`src/rtl/coh_pkg.sv`:
```
package coh_pkg;

    typedef enum logic [1:0] {
        LN_INV = 2'd0,
        LN_CLN = 2'd1,
        LN_DRT = 2'd2
    } line_st_e;

    typedef enum logic [1:0] {
        BC_NONE   = 2'd0,
        BC_RDMISS = 2'd1,
        BC_WRMISS = 2'd2,
        BC_DATA   = 2'd3
    } bus_cmd_e;

    typedef enum logic [2:0] {
        F_IDLE,
        F_REQ,
        F_WB,
        F_MISS,
        F_FILL,
        F_DONE
    } fsm_e;

endpackage

```
`src/rtl/coh_line_store.sv`:
```
module coh_line_store
    import coh_pkg::*;
#(
    parameter int IDXW = 2,
    parameter int TAGW = 6,
    parameter int DW   = 16
) (
    input  logic            clk,
    input  logic            rst_n,
    input  logic [IDXW-1:0] a_idx,
    output logic [TAGW-1:0] a_tag,
    output line_st_e        a_st,
    output logic [DW-1:0]   a_data,
    input  logic [IDXW-1:0] b_idx,
    output logic [TAGW-1:0] b_tag,
    output line_st_e        b_st,
    output logic [DW-1:0]   b_data,
    input  logic            wr_en,
    input  logic [IDXW-1:0] wr_idx,
    input  logic [TAGW-1:0] wr_tag,
    input  line_st_e        wr_st,
    input  logic [DW-1:0]   wr_data,
    input  logic            snp_en,
    input  logic [IDXW-1:0] snp_idx,
    input  line_st_e        snp_st
);
    localparam int LINES = 1 << IDXW;

    typedef struct packed {
        logic [TAGW-1:0] tag;
        line_st_e        st;
        logic [DW-1:0]   data;
    } line_t;

    line_t lines [LINES];

    for (genvar i = 0; i < LINES; i++) begin : g_line
        line_t line_d, line_q;

        always_comb begin
            line_d = line_q;
            if (wr_en && wr_idx == IDXW'(i)) begin
                line_d.tag  = wr_tag;
                line_d.st   = wr_st;
                line_d.data = wr_data;
            end else if (snp_en && snp_idx == IDXW'(i)) begin
                line_d.st = snp_st;
            end
        end

        always_ff @(posedge clk) begin
            if (!rst_n) begin
                line_q <= '{tag: '0, st: LN_INV, data: '0};
            end else begin
                line_q <= line_d;
            end
        end

        assign lines[i] = line_q;
    end

    assign a_tag  = lines[a_idx].tag;
    assign a_st   = lines[a_idx].st;
    assign a_data = lines[a_idx].data;
    assign b_tag  = lines[b_idx].tag;
    assign b_st   = lines[b_idx].st;
    assign b_data = lines[b_idx].data;

endmodule

```
`src/rtl/coh_snoop_resp.sv`:
```
module coh_snoop_resp
    import coh_pkg::*;
#(
    parameter int TAGW = 6
) (
    input  logic            active,
    input  bus_cmd_e        cmd,
    input  logic [TAGW-1:0] snp_tag,
    input  logic [TAGW-1:0] line_tag,
    input  line_st_e        line_st,
    output logic            upd_en,
    output line_st_e        upd_st,
    output logic            supply
);
    logic hit;

    always_comb begin
        hit    = active && (line_st != LN_INV) && (line_tag == snp_tag);
        upd_en = 1'b0;
        upd_st = line_st;
        supply = 1'b0;
        if (hit) begin
            case (cmd)
                BC_RDMISS: begin
                    if (line_st == LN_DRT) begin
                        upd_en = 1'b1;
                        upd_st = LN_CLN;
                        supply = 1'b1;
                    end
                end
                BC_WRMISS: begin
                    upd_en = 1'b1;
                    upd_st = LN_INV;
                    supply = (line_st == LN_DRT);
                end
                default: ;
            endcase
        end
    end

endmodule

```
`src/rtl/snoop_coh_ctrl.sv`:
```
module snoop_coh_ctrl
    import coh_pkg::*;
#(
    parameter int AW   = 8,
    parameter int IDXW = 2,
    parameter int DW   = 16
) (
    input  logic          clk,
    input  logic          rst_n,
    input  logic          cpu_req,
    input  logic          cpu_we,
    input  logic [AW-1:0] cpu_addr,
    input  logic [DW-1:0] cpu_wdata,
    output logic          cpu_ready,
    output logic [DW-1:0] cpu_rdata,
    output logic          bus_req,
    input  logic          bus_gnt,
    output logic [1:0]    bus_cmd_o,
    output logic [AW-1:0] bus_addr_o,
    output logic [DW-1:0] bus_data_o,
    output logic          mem_inhibit,
    input  logic [1:0]    snp_cmd_i,
    input  logic [AW-1:0] snp_addr_i,
    input  logic          fill_valid,
    input  logic [DW-1:0] fill_data
);
    localparam int TAGW = AW - IDXW;

    typedef struct packed {
        fsm_e          fsm;
        logic          sup;
        logic [DW-1:0] sup_data;
    } regs_t;

    regs_t r_d, r_q;

    logic [IDXW-1:0] cpu_idx, snp_idx;
    logic [TAGW-1:0] cpu_tag, snp_tag;
    logic [TAGW-1:0] a_tag, b_tag;
    line_st_e        a_st, b_st;
    logic [DW-1:0]   a_data, b_data;

    logic            wr_en;
    line_st_e        wr_st;
    logic [DW-1:0]   wr_data;
    logic            snp_upd_en, snp_supply;
    line_st_e        snp_upd_st;
    logic            owning, snp_act, snp_same;
    logic            tag_hit, hit_ok, victim, upgrade;
    bus_cmd_e        snp_cmd, cmd_d;

    assign cpu_idx = cpu_addr[IDXW-1:0];
    assign cpu_tag = cpu_addr[AW-1:IDXW];
    assign snp_idx = snp_addr_i[IDXW-1:0];
    assign snp_tag = snp_addr_i[AW-1:IDXW];
    assign snp_cmd = bus_cmd_e'(snp_cmd_i);

    coh_line_store #(.IDXW(IDXW), .TAGW(TAGW), .DW(DW)) u_store (
        .clk     (clk),
        .rst_n   (rst_n),
        .a_idx   (cpu_idx),
        .a_tag   (a_tag),
        .a_st    (a_st),
        .a_data  (a_data),
        .b_idx   (snp_idx),
        .b_tag   (b_tag),
        .b_st    (b_st),
        .b_data  (b_data),
        .wr_en   (wr_en),
        .wr_idx  (cpu_idx),
        .wr_tag  (cpu_tag),
        .wr_st   (wr_st),
        .wr_data (wr_data),
        .snp_en  (snp_upd_en),
        .snp_idx (snp_idx),
        .snp_st  (snp_upd_st)
    );

    coh_snoop_resp #(.TAGW(TAGW)) u_snoop (
        .active   (snp_act),
        .cmd      (snp_cmd),
        .snp_tag  (snp_tag),
        .line_tag (b_tag),
        .line_st  (b_st),
        .upd_en   (snp_upd_en),
        .upd_st   (snp_upd_st),
        .supply   (snp_supply)
    );

    always_comb begin
        r_d        = r_q;
        owning     = (r_q.fsm == F_WB) || (r_q.fsm == F_MISS) || (r_q.fsm == F_FILL);
        snp_act    = (snp_cmd != BC_NONE) && !owning;
        snp_same   = snp_act && (snp_idx == cpu_idx);
        tag_hit    = (a_tag == cpu_tag);
        hit_ok     = (a_st != LN_INV) && tag_hit && (!cpu_we || a_st == LN_DRT);
        victim     = (a_st == LN_DRT) && !tag_hit;
        upgrade    = cpu_we && tag_hit && (a_st == LN_CLN);

        wr_en      = 1'b0;
        wr_st      = cpu_we ? LN_DRT : LN_CLN;
        wr_data    = cpu_we ? cpu_wdata : fill_data;
        cpu_ready  = 1'b0;
        bus_req    = 1'b0;
        cmd_d      = BC_NONE;
        bus_addr_o = '0;
        bus_data_o = '0;

        r_d.sup      = snp_supply;
        r_d.sup_data = b_data;

        case (r_q.fsm)
            F_IDLE: begin
                if (cpu_req && !snp_same) begin
                    if (hit_ok) begin
                        cpu_ready = 1'b1;
                        wr_en     = cpu_we;
                    end else begin
                        r_d.fsm = F_REQ;
                    end
                end
            end
            F_REQ: begin
                bus_req = 1'b1;
                if (bus_gnt && snp_cmd == BC_NONE && !r_q.sup) begin
                    r_d.fsm = victim ? F_WB : F_MISS;
                end
            end
            F_WB: begin
                bus_req    = 1'b1;
                cmd_d      = BC_DATA;
                bus_addr_o = {a_tag, cpu_idx};
                bus_data_o = a_data;
                r_d.fsm    = F_MISS;
            end
            F_MISS: begin
                bus_req    = 1'b1;
                cmd_d      = cpu_we ? BC_WRMISS : BC_RDMISS;
                bus_addr_o = cpu_addr;
                if (upgrade) begin
                    wr_en   = 1'b1;
                    r_d.fsm = F_DONE;
                end else begin
                    r_d.fsm = F_FILL;
                end
            end
            F_FILL: begin
                bus_req = 1'b1;
                if (fill_valid) begin
                    wr_en   = 1'b1;
                    r_d.fsm = F_DONE;
                end
            end
            F_DONE: begin
                cpu_ready = 1'b1;
                r_d.fsm   = F_IDLE;
            end
            default: r_d.fsm = F_IDLE;
        endcase

        if (r_q.sup) begin
            cmd_d      = BC_DATA;
            bus_data_o = r_q.sup_data;
        end
    end

    assign bus_cmd_o   = cmd_d;
    assign mem_inhibit = r_q.sup;
    assign cpu_rdata   = a_data;

    always_ff @(posedge clk) begin
        if (!rst_n) begin
            r_q <= '{fsm: F_IDLE, sup: 1'b0, sup_data: '0};
        end else begin
            r_q <= r_d;
        end
    end

endmodule

```
`config.mk`:
```
export PLATFORM = sky130hd
export DESIGN_NAME = snoop_coh_ctrl
export DESIGN_NICKNAME = d
export VERILOG_FILES = /design/src/rtl/coh_pkg.sv /design/src/rtl/coh_line_store.sv /design/src/rtl/coh_snoop_resp.sv /design/src/rtl/snoop_coh_ctrl.sv
export SDC_FILE = /design/constraint.sdc
export NUM_CORES = 1
export LEC_CHECK = 0
export BUFFER_PORTS_ARGS = -buffer_cell sky130_fd_sc_hd__buf_2
export CAP_MARGIN = 30
export CORE_UTILIZATION = 52
export CTS_CLUSTER_SIZE = 20
export DETAILED_ROUTE_END_ITERATION = 10
export PLACE_DENSITY_LB_ADDON = 0.3
export REMOVE_ABC_BUFFERS = 1
export SYNTH_ARGS = -nofsm -noshare
export SYNTH_HDL_FRONTEND = slang
export SYNTH_HIERARCHICAL = 1
export SYNTH_SLANG_ARGS = --single-unit
```
`constraint.sdc`:
```
create_clock -name clk -period 3.8 [get_ports clk]
set_input_delay 0.76 -clock clk [delete_from_list [all_inputs] [get_ports clk]]
set_output_delay 0.76 -clock clk [all_outputs]
set_load 0.01 [all_outputs]
```
==> results.py <==
metrics = {
    "floorplan": {
        "dieArea_mm2": 0.01264,
        "initial_utilization": 0.5437,
        "fp.dieH_um": 112.4,
        "core_mm2": 0.01166,
        "rows": 39,
        "die_w_um": 112.4,
        "io_pins": 101,
    },
    "clock_tree": {
        "worstSkewPairLatency_ns": 0.40,
        "numClockSinks": 116,
        "root_buffer": "clkbuf_16",
        "cts_setup_buffers": 0,
        "cts.clk_slew.worst_paths_ns": 0.05,
        "cts_max_level": 4,
        "clockBufferDepth": 2,
        "hold_buffers": 0,
        "cts_buffers": 17,
        "cts_tree": "yes",
        "ctsResizeCount": 0,
    },
    "routing": {
        "postRouteAntennaNets": 0,
        "drt_iter0_markers": 392,
        "route.detailed.drc": 0,
        "dr.pass1.iters": 5,
        "routedLengthMet1_um": 6991,
        "routed_wl_um": 17590,
        "dr_wl_met3_um": 1364,
        "met2_length_um": 8791,
        "viasPerCell": 5.962,
        "route.vias.total": 5402,
        "dr.max_layer_used": "met4",
        "wl_per_cell_um": 19.41,
    },
    "min_path": {
        "worstHoldPathType": "flip-flop to flip-flop",
    },
    "synthesis": {
        "syn_area_per_cell_um2": 9.726,
        "synth_cell_types": 56,
        "yosysSeqAreaShare": 0.3662,
        "syn_inst": 652,
        "synth-async-reset-ratio": 0,
        "yosysWarnings": 6,
        "ys.flop_type": "dfxtp_1",
        "synth_edf_count": 0,
        "ys_ff_latch": 116,
        "syn_area_mm2": 0.006341,
    },
    "cells_and_area": {
        "drive_gt1_frac": 0.3172,
        "final_common_cell": "nand2_1",
        "area_growth_pct": 19.04,
        "nets": 809,
        "final_area_mm2": 0.007548,
        "diodes": 0,
        "final_cell_mix": "180 x nand2_1, 116 x dfxtp_1, 100 x buf_2",
    },
    "power": {
        "powerDensity_mw_per_mm2": 383.3,
        "p_total_w": 0.002893,
        "swShare": 0.2300,
        "leakagePower_nw": 2.922,
        "combinationalPowerShare": 0.076,
        "clkPwrFrac": 0.502,
        "seq_power_share": 0.423,
        "worst_ir_drop_vdd_v": 0.0003000,
        "p_int_w": 0.002228,
        "p_switching_w": 0.0006654,
    },
    "placement": {
        "portBuffers": 100,
        "gp_congestion": 0.8961,
        "hpwl_um": 11750,
        "dpl_cell_area_mm2": 0.006999,
    },
    "critical_path": {
        "critPathRequiredTime_ns": 3.04,
        "worstPathArrival_ns": 2.79,
        "crit_fanout": 6,
        "crit_path_end_kind": "primary output",
        "criticalPathCategory": "primary input to primary output",
        "startpoint_type": "primary input",
    },
    "timing": {
        "slew_headroom": 0.4464,
        "period_needed_ns": 3.552,
        "setup_viol": 0,
        "tightest_slew_ns": 0.8258,
        "rsz0062_at_grt": "false",
        "fin_setup_tns_ns": 0,
        "finalCritPeriodShare": 0.9348,
        "hold_viol": 0,
        "finClkSkew_ns": 0.007611,
        "clock.fmax_ghz": 0.2815,
        "report.final.slew_viol_count": 0,
    },
    "grt": {
        "antenna_found_initial": 0,
        "grt_pass1_vias": 5513,
        "track_usage": 0.2904,
        "grt_pass1_wl_um": 28120,
        "grt_overflow": 0,
        "grt_max_degree": 44,
    },
    "job": {
        "drv_cap": 0,
    },
    "outcome": {
        "status": "finished clean",
    },
}
==> routing by layer <==
metal	GRT usage	vias to the layer above
met4	0.1280	0
li1	-	2492
met1	0.3542	2601
met3	0.05130	38
met5	0	-
met2	0.5048	271
==> worst max-delay path, stage by stage <==
cell       delay, ns
buf_2           0.18
mux4_2          0.54
xor2_1          0.18
nor4_1          0.35
nand3_1         0.16
nor3_1          0.28
o2bb2ai_1       0.18
buf_2           0.17
==> cell families after synthesis <==
logic type,count (synthesis),synth area share
and+or+nand+nor,246,0.1762
AOI/OAI and AO/OA,137,0.1636
muxes,78,0.2210
DFF,116,0.3662
buffers and inverters,58,0.04834
xor gates and xnor gates,15,0.02072
adders and majority gates,2,0.003946
==> power groups by stage <==
stage	clock network [W]	logic, W	registers (W)
floorplan	0	0.0000921	0.00125
CTS	0.00147	0.000218	0.00122
global placement	0	0.000212	0.00125
finish	0.00145	0.000218	0.00122
global route	0.00153	0.000234	0.00122
detailed placement	0	0.000216	0.00125
==> cell usage after synthesis, drive strengths merged (3+ instances only) <==
cell type	number	area, µm²
nand2	180	675.7
dfxtp	116	2322
a21boi	88	660.6
mux4	48	1081
buf	36	224.0
and2	21	133.9
clkbuf	17	63.81
a22o	16	140.1
mux2	16	180.2
mux2i	14	140.1
nor2	13	56.30
xor2	12	105.1
a21oi	10	50.05
o21ai	9	56.31
inv	5	18.77
and3b	4	35.03
nand3	4	25.02
nor3	4	25.02
nand3b	3	22.52
nor3b	3	32.53
o21a	3	22.52
xnor2	3	26.28
==> registers in the layout, summed over array words and instances (netlist names) <==
register	cells
r_q	19
mem_inhibit	1
u_store/g_line.line_q	96
==> area by class of cell <==
type | instances | area, µm²
inverters | 5 | 18.77
multi-input cells | 478 | 3719
clock inverters | 8 | 51.30
flip-flops and latches | 116 | 2322
fillers | 914 | 4114
clock buffers | 23 | 498.0
repair buffers | 133 | 760.7
well taps | 143 | 178.9
==> through the flow <==
stage                     hold WS (ns)  setup WS (ns)  std cells    util
after floorplan                 0.4422         0.3591        599       -
after global placement          0.4503         0.2019        875  0.6002
after detailed placement        0.4626         0.1465        875  0.6002
after CTS                       0.4756         0.2851        906  0.6472
after global routing            0.4942         0.1464        906  0.6472
final                           0.4760         0.2478        906  0.6472
==> final timing paths <==
| path | from | slack [ns] | depth (start not counted) | to |
|---|---|---|---|---|
| setup / recovery | cpu_addr[1] | 0.25 | 8 | cpu_ready |
| hold / removal | u_store/g_line[0].line_q[8]$_SDFFE_PN0P_ | 0.48 | 2 | u_store/g_line[0].line_q[8]$_SDFFE_PN0P_ |
| setup reg to reg | u_store/g_line[3].line_q[22]$_SDFFE_PN0P_ | 0.66 | 11 | u_store/g_line[3].line_q[18]$_SDFFE_PN0P_ |
| hold reg to reg | u_store/g_line[0].line_q[8]$_SDFFE_PN0P_ | 0.48 | 2 | u_store/g_line[0].line_q[8]$_SDFFE_PN0P_ |
Note: power is estimated with default switching activity, not from simulation.
